==> src/rtl/stall_pkg.sv <==
package stall_pkg;
  localparam int EVT_EN_BIT = 24;
  localparam int SCL_EN_BIT = 25;

  typedef struct packed {
    logic startEv;
    logic stopEv;
    logic sclRise;
    logic sclFall;
    logic busy;
  } busStrobes_t;
endpackage

==> src/rtl/stall_ctrl.sv <==
module stall_ctrl
  import stall_pkg::*;
#(
  parameter int SYNC_STAGES = 2
) (
  input  logic        clk,
  input  logic        rst_n,
  input  logic        sclIn,
  input  logic        sdaIn,
  output busStrobes_t strb
);
  logic [SYNC_STAGES-1:0] sclSync, sdaSync;
  logic sclNow, sdaNow, sclPrev, sdaPrev;
  logic busyQ, busyNext;
  logic sclSteadyHigh, startEv, stopEv;

  assign sclNow = sclSync[SYNC_STAGES-1];
  assign sdaNow = sdaSync[SYNC_STAGES-1];

  // synchronizer chains plus one history stage for edge detection
  always_ff @(posedge clk or negedge rst_n) begin
    if (!rst_n) begin
      sclSync <= '1;
      sdaSync <= '1;
      sclPrev <= 1'b1;
      sdaPrev <= 1'b1;
      busyQ   <= 1'b0;
    end else begin
      sclSync[0] <= sclIn;
      sdaSync[0] <= sdaIn;
      for (int i = 1; i < SYNC_STAGES; i++) begin
        sclSync[i] <= sclSync[i-1];
        sdaSync[i] <= sdaSync[i-1];
      end
      sclPrev <= sclNow;
      sdaPrev <= sdaNow;
      busyQ   <= busyNext;
    end
  end

  always_comb begin
    sclSteadyHigh = sclNow & sclPrev;
    startEv       = sclSteadyHigh & sdaPrev & ~sdaNow;
    stopEv        = sclSteadyHigh & ~sdaPrev & sdaNow;
    if (startEv)     busyNext = 1'b1;
    else if (stopEv) busyNext = 1'b0;
    else             busyNext = busyQ;
  end

  assign strb.startEv = startEv;
  assign strb.stopEv  = stopEv;
  assign strb.sclRise = sclNow & ~sclPrev;
  assign strb.sclFall = ~sclNow & sclPrev;
  assign strb.busy    = busyQ;
endmodule

==> src/rtl/stall_dp.sv <==
module stall_dp
  import stall_pkg::*;
#(
  parameter int LIMIT_W = 16
) (
  input  logic                         clk,
  input  logic                         rst_n,
  input  busStrobes_t                  strb,
  input  logic [LIMIT_W-1:0]           limitVal,
  input  logic                         ienSetWr,
  input  logic [SCL_EN_BIT:EVT_EN_BIT] ienSetData,
  input  logic                         ienClrWr,
  input  logic [SCL_EN_BIT:EVT_EN_BIT] ienClrData,
  input  logic                         statClrWr,
  input  logic                         statClrBit,
  output logic                         evtTimeout,
  output logic                         evtIntEn,
  output logic                         sclIntEn,
  output logic                         irqOut
);
  localparam int CNT_W = LIMIT_W + 1;
  localparam int EN_W  = SCL_EN_BIT - EVT_EN_BIT + 1;

  logic [CNT_W-1:0] gapCnt, effLimit;
  logic             restart, expire, flagQ;
  logic [EN_W-1:0]  enQ, setMask, clrMask;

  always_comb begin
    effLimit = (limitVal == '0) ? CNT_W'(1) : {1'b0, limitVal};
    restart  = strb.startEv | strb.stopEv | strb.sclRise | strb.sclFall;
    expire   = strb.busy & ~restart & (gapCnt == effLimit);
    setMask  = ienSetWr ? ienSetData : '0;
    clrMask  = ienClrWr ? ienClrData : '0;
  end

  // gap counter: cleared when idle or on an event, stops one past the limit
  always_ff @(posedge clk or negedge rst_n) begin
    if (!rst_n)                        gapCnt <= '0;
    else if (!strb.busy || restart)    gapCnt <= '0;
    else if (gapCnt <= effLimit)       gapCnt <= gapCnt + 1'b1;
  end

  always_ff @(posedge clk or negedge rst_n) begin
    if (!rst_n)                        flagQ <= 1'b0;
    else if (expire)                   flagQ <= 1'b1;
    else if (statClrWr && statClrBit)  flagQ <= 1'b0;
  end

  always_ff @(posedge clk or negedge rst_n) begin
    if (!rst_n) enQ <= '0;
    else        enQ <= (enQ | setMask) & ~clrMask;
  end

  assign evtTimeout = flagQ;
  assign evtIntEn   = enQ[0];
  assign sclIntEn   = enQ[EN_W-1];
  assign irqOut     = flagQ & enQ[0];
endmodule

==> src/rtl/i2c_stall_watch.sv <==
module i2c_stall_watch
  import stall_pkg::*;
#(
  parameter int LIMIT_W     = 16,
  parameter int SYNC_STAGES = 2
) (
  input  logic                         clk,
  input  logic                         rst_n,
  input  logic                         sclIn,
  input  logic                         sdaIn,
  input  logic [LIMIT_W-1:0]           limitVal,
  input  logic                         ienSetWr,
  input  logic [SCL_EN_BIT:EVT_EN_BIT] ienSetData,
  input  logic                         ienClrWr,
  input  logic [SCL_EN_BIT:EVT_EN_BIT] ienClrData,
  input  logic                         statClrWr,
  input  logic                         statClrBit,
  output logic                         busBusy,
  output logic                         evtTimeout,
  output logic                         evtIntEn,
  output logic                         sclIntEn,
  output logic                         irqOut
);
  busStrobes_t strb;

  stall_ctrl #(.SYNC_STAGES(SYNC_STAGES)) u_ctrl (
    .clk(clk), .rst_n(rst_n), .sclIn(sclIn), .sdaIn(sdaIn), .strb(strb)
  );

  stall_dp #(.LIMIT_W(LIMIT_W)) u_dp (
    .clk(clk), .rst_n(rst_n), .strb(strb), .limitVal(limitVal),
    .ienSetWr(ienSetWr), .ienSetData(ienSetData),
    .ienClrWr(ienClrWr), .ienClrData(ienClrData),
    .statClrWr(statClrWr), .statClrBit(statClrBit),
    .evtTimeout(evtTimeout), .evtIntEn(evtIntEn),
    .sclIntEn(sclIntEn), .irqOut(irqOut)
  );

  assign busBusy = strb.busy;
endmodule

==> config.mk <==
export PLATFORM = sky130hd
export DESIGN_NAME = i2c_stall_watch
export DESIGN_NICKNAME = d
export VERILOG_FILES = /design/src/rtl/stall_pkg.sv /design/src/rtl/stall_ctrl.sv /design/src/rtl/stall_dp.sv /design/src/rtl/i2c_stall_watch.sv
export SDC_FILE = /design/constraint.sdc
export NUM_CORES = 1
export LEC_CHECK = 0
export ABC_CLOCK_PERIOD_IN_PS = 5400
export BUFFER_PORTS_ARGS = -buffer_cell sky130_fd_sc_hd__buf_2
export CAP_MARGIN = 15
export CORE_UTILIZATION = 50
export CTS_CLUSTER_SIZE = 30
export DETAILED_ROUTE_END_ITERATION = 7
export PLACE_DENSITY = 0.73
export SYNTH_ARGS = -nofsm -noshare
export SYNTH_HDL_FRONTEND = slang
export SYNTH_SLANG_ARGS = --single-unit
==> constraint.sdc <==
create_clock -name clk -period 5.4 [get_ports clk]
set_input_delay 1.08 -clock clk [delete_from_list [all_inputs] [get_ports clk]]
set_output_delay 1.08 -clock clk [all_outputs]
set_load 0.005 [all_outputs]
# --- Word level (Yosys, flattened, before mapping) ---
# Cells that the tools add are included.
classes:
  addsub: 1
  order_cmp: 1
  n_eq_ne: 1
  muxes: 9
  n_bitwise: 21
  reduce_logical: 7
op_table:
  columns: ["cell", "count"]
  rows:
  - ["two-way mux 17 bit", 2]
  - ["adder 17 x 1 -> 17 bit, second input constant", 1]
  - ["== test 17 bit", 1]
  - ["<= comparator 17 bit", 1]
  - ["zero test 16 bit", 1]
  - ["two-way mux 16 bit", 1]
  - ["AND 1 bit", 10]
  - ["nonzero test 2 bit", 3]
  - ["NOT 1 bit", 5]
  - ["two-way mux 1 bit", 4]
  - ["two-way mux 2 bit", 2]
  - ["OR 1 bit", 3]
  - ["AND 2 bit", 1]
  - ["NOT 2 bit", 1]
  - ["OR 2 bit", 1]
  - ["logical AND 1 bit", 1]
  - ["zero test 1 bit", 1]
  - ["logical OR 1 bit", 1]
word_totals:
  reg_bits: 27
  input_bits: 28
  output_inout_bits: 5
  elab_cells: 48

# --- Depth between registers and ports, before layout ---
logic_depth:
  depth_word: 10
  mapped_depth: 11
  depth_no_buf: 9

# --- By module ---
# Synthesis repeated with hierarchy kept, for this count alone.
hier_totals:
  cells_unflattened: 231
  area_unflattened_um2: 1980.6
by_module_without_submodules:
  columns: ["mod", "instances", "cells_each", "area_per_inst_um2", "seq_area_each_um2"]
  rows:
  - ["stall_dp", 1, 212, 1716.6, 500.5]
  - ["stall_ctrl", 1, 19, 264.0, 182.7]

# --- Least setup slack after synthesis ---
# OpenSTA, ideal clock, no wires.
synth_timing:
  kind: "input port to flip-flop"
  start: "in limitVal[9]"
  end: "reg u_dp.gapCnt[12]"
  setup_time_ns: 0.128
  arrival_ns: 2.937
  t_required_ns: 5.272
  setup_slack_ns: 2.336
  cell_stages: 9
  path_buffers: 0
  path_cell_list: "nor4_1 -> a41o_1 -> ha_1 -> inv_1 -> a221o_1 -> a21oi_2 -> o22ai_2 -> nor4_1 -> mux2_1"
synth_via:
  elab_chain_cells: 4
synth_lines:
  columns: ["element", "line_no", "rtl"]
  rows:
  - ["start, declared", "i2c_stall_watch.sv:11", "input logic [LIMIT_W-1:0] limitVal,"]
  - ["zero test 16 bit", "stall_dp.sv:29", "effLimit = (limitVal == '0) ? CNT_W'(1) : {1'b0, limitVal};"]
  - ["two-way mux 16 bit *", "stall_dp.sv:29", null]
  - ["<= comparator 17 bit *", "stall_dp.sv:40", "else if (gapCnt <= effLimit) gapCnt <= gapCnt + 1'b1;"]
  - ["nonzero test 2 bit (no source line) *", null, null]
  - ["end signal, assigned", "stall_dp.sv:40", null]
  - ["end, declared", "stall_dp.sv:24", "logic [CNT_W-1:0] gapCnt, effLimit;"]
# Mark *: on every way between the ends. The rest lies on a longest branch, timed or not.
# A chain may end at the register's enable or synchronous reset.

# --- Final worst setup path ---
# Ends and elaborated chain as after synthesis.

==> impl_metrics.yaml <==
outcome:
  status: "complete, no violations"
layout:
  fin_cells: 266
  mostFrequentLayoutCell: "buf_2"
  drive_gt1_share_pct: 22.7
  diodes: 0
  area_delta_synth_final_pct: 11.5
  mostFrequentLayoutCells: "buf_2 (32), dfrtp_1 (21), inv_1 (19), a21oi_1 (18), ha_1 (17)"
  nets: 266
  fill_cells: 337
grt:
  grt_use_met2_pct: 36.5
  grt_pass1_wl_mm: 5.91
  gr-total-overflow: 0
  grtUsageTotal_pct: 21.0
  grt_use_met1_pct: 27.4
  grt_util_met3_pct: 4.62
  grt_max_degree: 29
  grt_pass1_vias: 1390
  antenna_found_initial: 0
  grt_busiest_layer: "met2"
sta:
  timing.setup.tns_ns: 0
  setup_viol: 0
  worst_pin_slew_ns: 0.918
  final_max_slew_viol_count: 0
  fin_skew_ns: 0.0126
  rsz0062_at_grt: "no"
  whs_ns: 0.365
  finalCriticalPeriod_ns: 3.31
  timing.fmax_mhz: 302
  report.final.hold_viol_count: 0
  finalCritPeriodShare_pct: 61.2
  slew_headroom_pct: 38.8
clock_tree:
  clockBufferDepth: 2
  clock_sinks: 27
  postCtsSetupRepairBufs: 0
  cts_hold_buffers: 0
  h-tree-depth: 1
  clk_latency_ns: 0.32
  clkTransAtPathRegs_ns: 0.14
  cts_tree: "done"
  cts_made_buffers: 3
  cts.repair.resized: 0
  cts_root_buf: "clkbuf_4"
critical_path:
  critPathMaxStageDelay_ns: 0.45
  critPathLaunchType: "input port"
  end_kind: "flop"
  ff2ff_path_depth: 7
  ff2ff_setup_slack_ns: 2.56
  crit_buf_inv: 2
  worstPathRequired_ns: 5.62
  worstPathCellList: "buf_2 > nor4_1 > a41o_1 > ha_1 > inv_1 > a221o_1 > a21oi_2 > o22ai_2 > nor4_1 > mux2_1"
  crit_start: "limitVal[9]"
  cp.arrival_ns: 3.53
  r2r-start: "u_dp.gapCnt[2]"
  cp_slowest_cell: "nor4_1"
  cp_top_family: "compound AO/OA/AOI/OAI gates"
  path_class: "in2reg"
  cp_max_fo: 28
  r2r-end: "u_dp.gapCnt[12]"
  crit_top_cell: "nor4_1"
logic_synthesis:
  synth_edf_count: 0
  yosys_warnings: 0
  synthAdderAreaFrac_pct: 12.1
  avgSynthCellArea_um2: 9.38
  synth_compound_gate_area_share_pct: 17.2
  netlist_instances: 188
  syn_area_um2: 1760
  yosysSeqAreaShare_pct: 38.7
  synthesis.nets: 233
  ys_types: 42
  synth_top_family_by_area: "simple AND/OR/NAND/NOR gates"
  synth_simple_gate_area_share_pct: 22.9
  synth_flop_cell: "dfrtp_1"
  synth_seq_cells: 27
  synth_mux_area_share_pct: 1.21
  synth-xor-area-share_pct: 1.49
  async_reset_ff_share_pct: 100
power:
  vdd_drop_max_uv: 145
  p_per_area_nw_per_um2: 171
  leakagePower_nw: 0.953
place:
  place.gp.congestion: 0.844
  dp.cells: 262
  io_buffers: 32
  place_hpwl_mm: 2.74
worst_hold_path:
  hp-start: "u_ctrl.sdaSync[0]"
  whs_endpoint: "u_ctrl.sdaSync[1]"
  min_path_type: "reg2reg"
  whs_path_depth: 0
route:
  first_pass_iters: 4
  routed_wl_mm: 3.48
  viasPerCell: 5.61
  drt_iter0_markers: 59
  routedWlPerCell_um: 13.1
  route.detailed.drc: 0
  via_count: 1493
  antenna_left: 0
run:
  drv_cap: 0
floorplanning:
  die_w_um: 61.4
  io_pins: 33
  rows: 21
  die_y_um: 61.4
  coreArea_um2: 3360
  dieArea_um2: 3770
  floorplan.initialDensity_pct: 52.5
worst reg2reg max path, delay by kind of cell, from the launching register on:
family | cells | cell delay, ns
AND/OR/NAND/NOR | 1 | 0.45
AO/OA/AOI/OAI | 4 | 1.07
flip-flops | 1 | 0.51
multiplexers | 1 | 0.37
adder cells (fa/ha/maj) | 1 | 0.35
routing by layer:
| layer | wire length [µm] | up-vias | share of wire [%] |
|---|---|---|---|
| met2 | 1760 | 26 | 50 |
| met1 | 1570 | 709 | 45 |
| met4 | 17 | 0 | 0.49 |
| li1 | - | 756 | - |
| met5 | 0 | - | 0 |
| met3 | 143 | 2 | 4.1 |
metrics by stage:
step,worst slack (ns),utilization (%),instance area (µm²),power (mW)
3_3_place_gp,1.85,57.7,1940,0.254
2_1_floorplan,2.34,-,1760,0.234
3_5_place_dp,1.71,57.7,1940,0.255
4_1_cts,2.07,58.5,1970,0.342
6_report,2.09,58.5,1970,0.337
5_1_grt,1.79,58.5,1970,0.356
cells in the mapped netlist, drive strengths merged, types with 4 or more instances:
| master | count | area (µm²) |
|---|---|---|
| o31ai | 4 | 30.0 |
| ha | 17 | 213 |
| or4 | 6 | 45.0 |
| nand3 | 15 | 75.1 |
| o21ai | 8 | 43.8 |
| a21oi | 19 | 98.9 |
| or3 | 6 | 37.5 |
| inv | 19 | 71.3 |
| dfstp | 6 | 158 |
| dfrtp | 21 | 526 |
| nor2 | 13 | 48.8 |
| nand2 | 12 | 45.0 |
| and3 | 4 | 26.3 |
| nor4 | 5 | 46.3 |
sequential cells by signal, indices dropped and copies added (netlist names):
register	count
u_dp.enQ	2
u_dp.gapCnt	17
u_ctrl.sclPrev	1
u_ctrl.sclSync	2
u_ctrl.busyQ	1
u_dp.evtTimeout	1
u_ctrl.sdaSync	2
u_ctrl.sdaPrev	1
logic make-up (layout without fill, tap and decap cells):
logic type	count (synthesis)	count (layout)
multiplexers	2	2
AND/OR/NAND/NOR	72	72
XOR/XNOR	3	3
flip-flops	27	27
adder cells (fa/ha/maj)	17	17
buffers and inverters	23	55
AO/OA/AOI/OAI	44	44
power breakdown:
part           switching (mW)  leakage, nW  internal [mW]
sequential            0.00346        0.352          0.209
clock                  0.0571       0.0150         0.0289
combinational          0.0213        0.586         0.0172
how the worst max path moves through the flow:
stage / to / cells past startpoint
after floorplan: u_dp.gapCnt[12] / 9
after global placement: u_dp.gapCnt[12] / 10
after detailed placement: u_dp.gapCnt[12] / 10
after CTS: u_dp.gapCnt[12] / 10
after global routing: u_dp.gapCnt[12] / 10
final: u_dp.gapCnt[12] / 10
final cells by class:
class	count	area (µm²)	area share (%)
Timing Repair Buffer	32	160	8.14
Tap cell	46	57.6	2.93
Inverter	19	71.3	3.63
Multi-Input combinational cell	138	968	49.2
Sequential cell	27	683	34.7
Clock buffer	4	26.3	1.34
(Power assumes the default switching activity.)
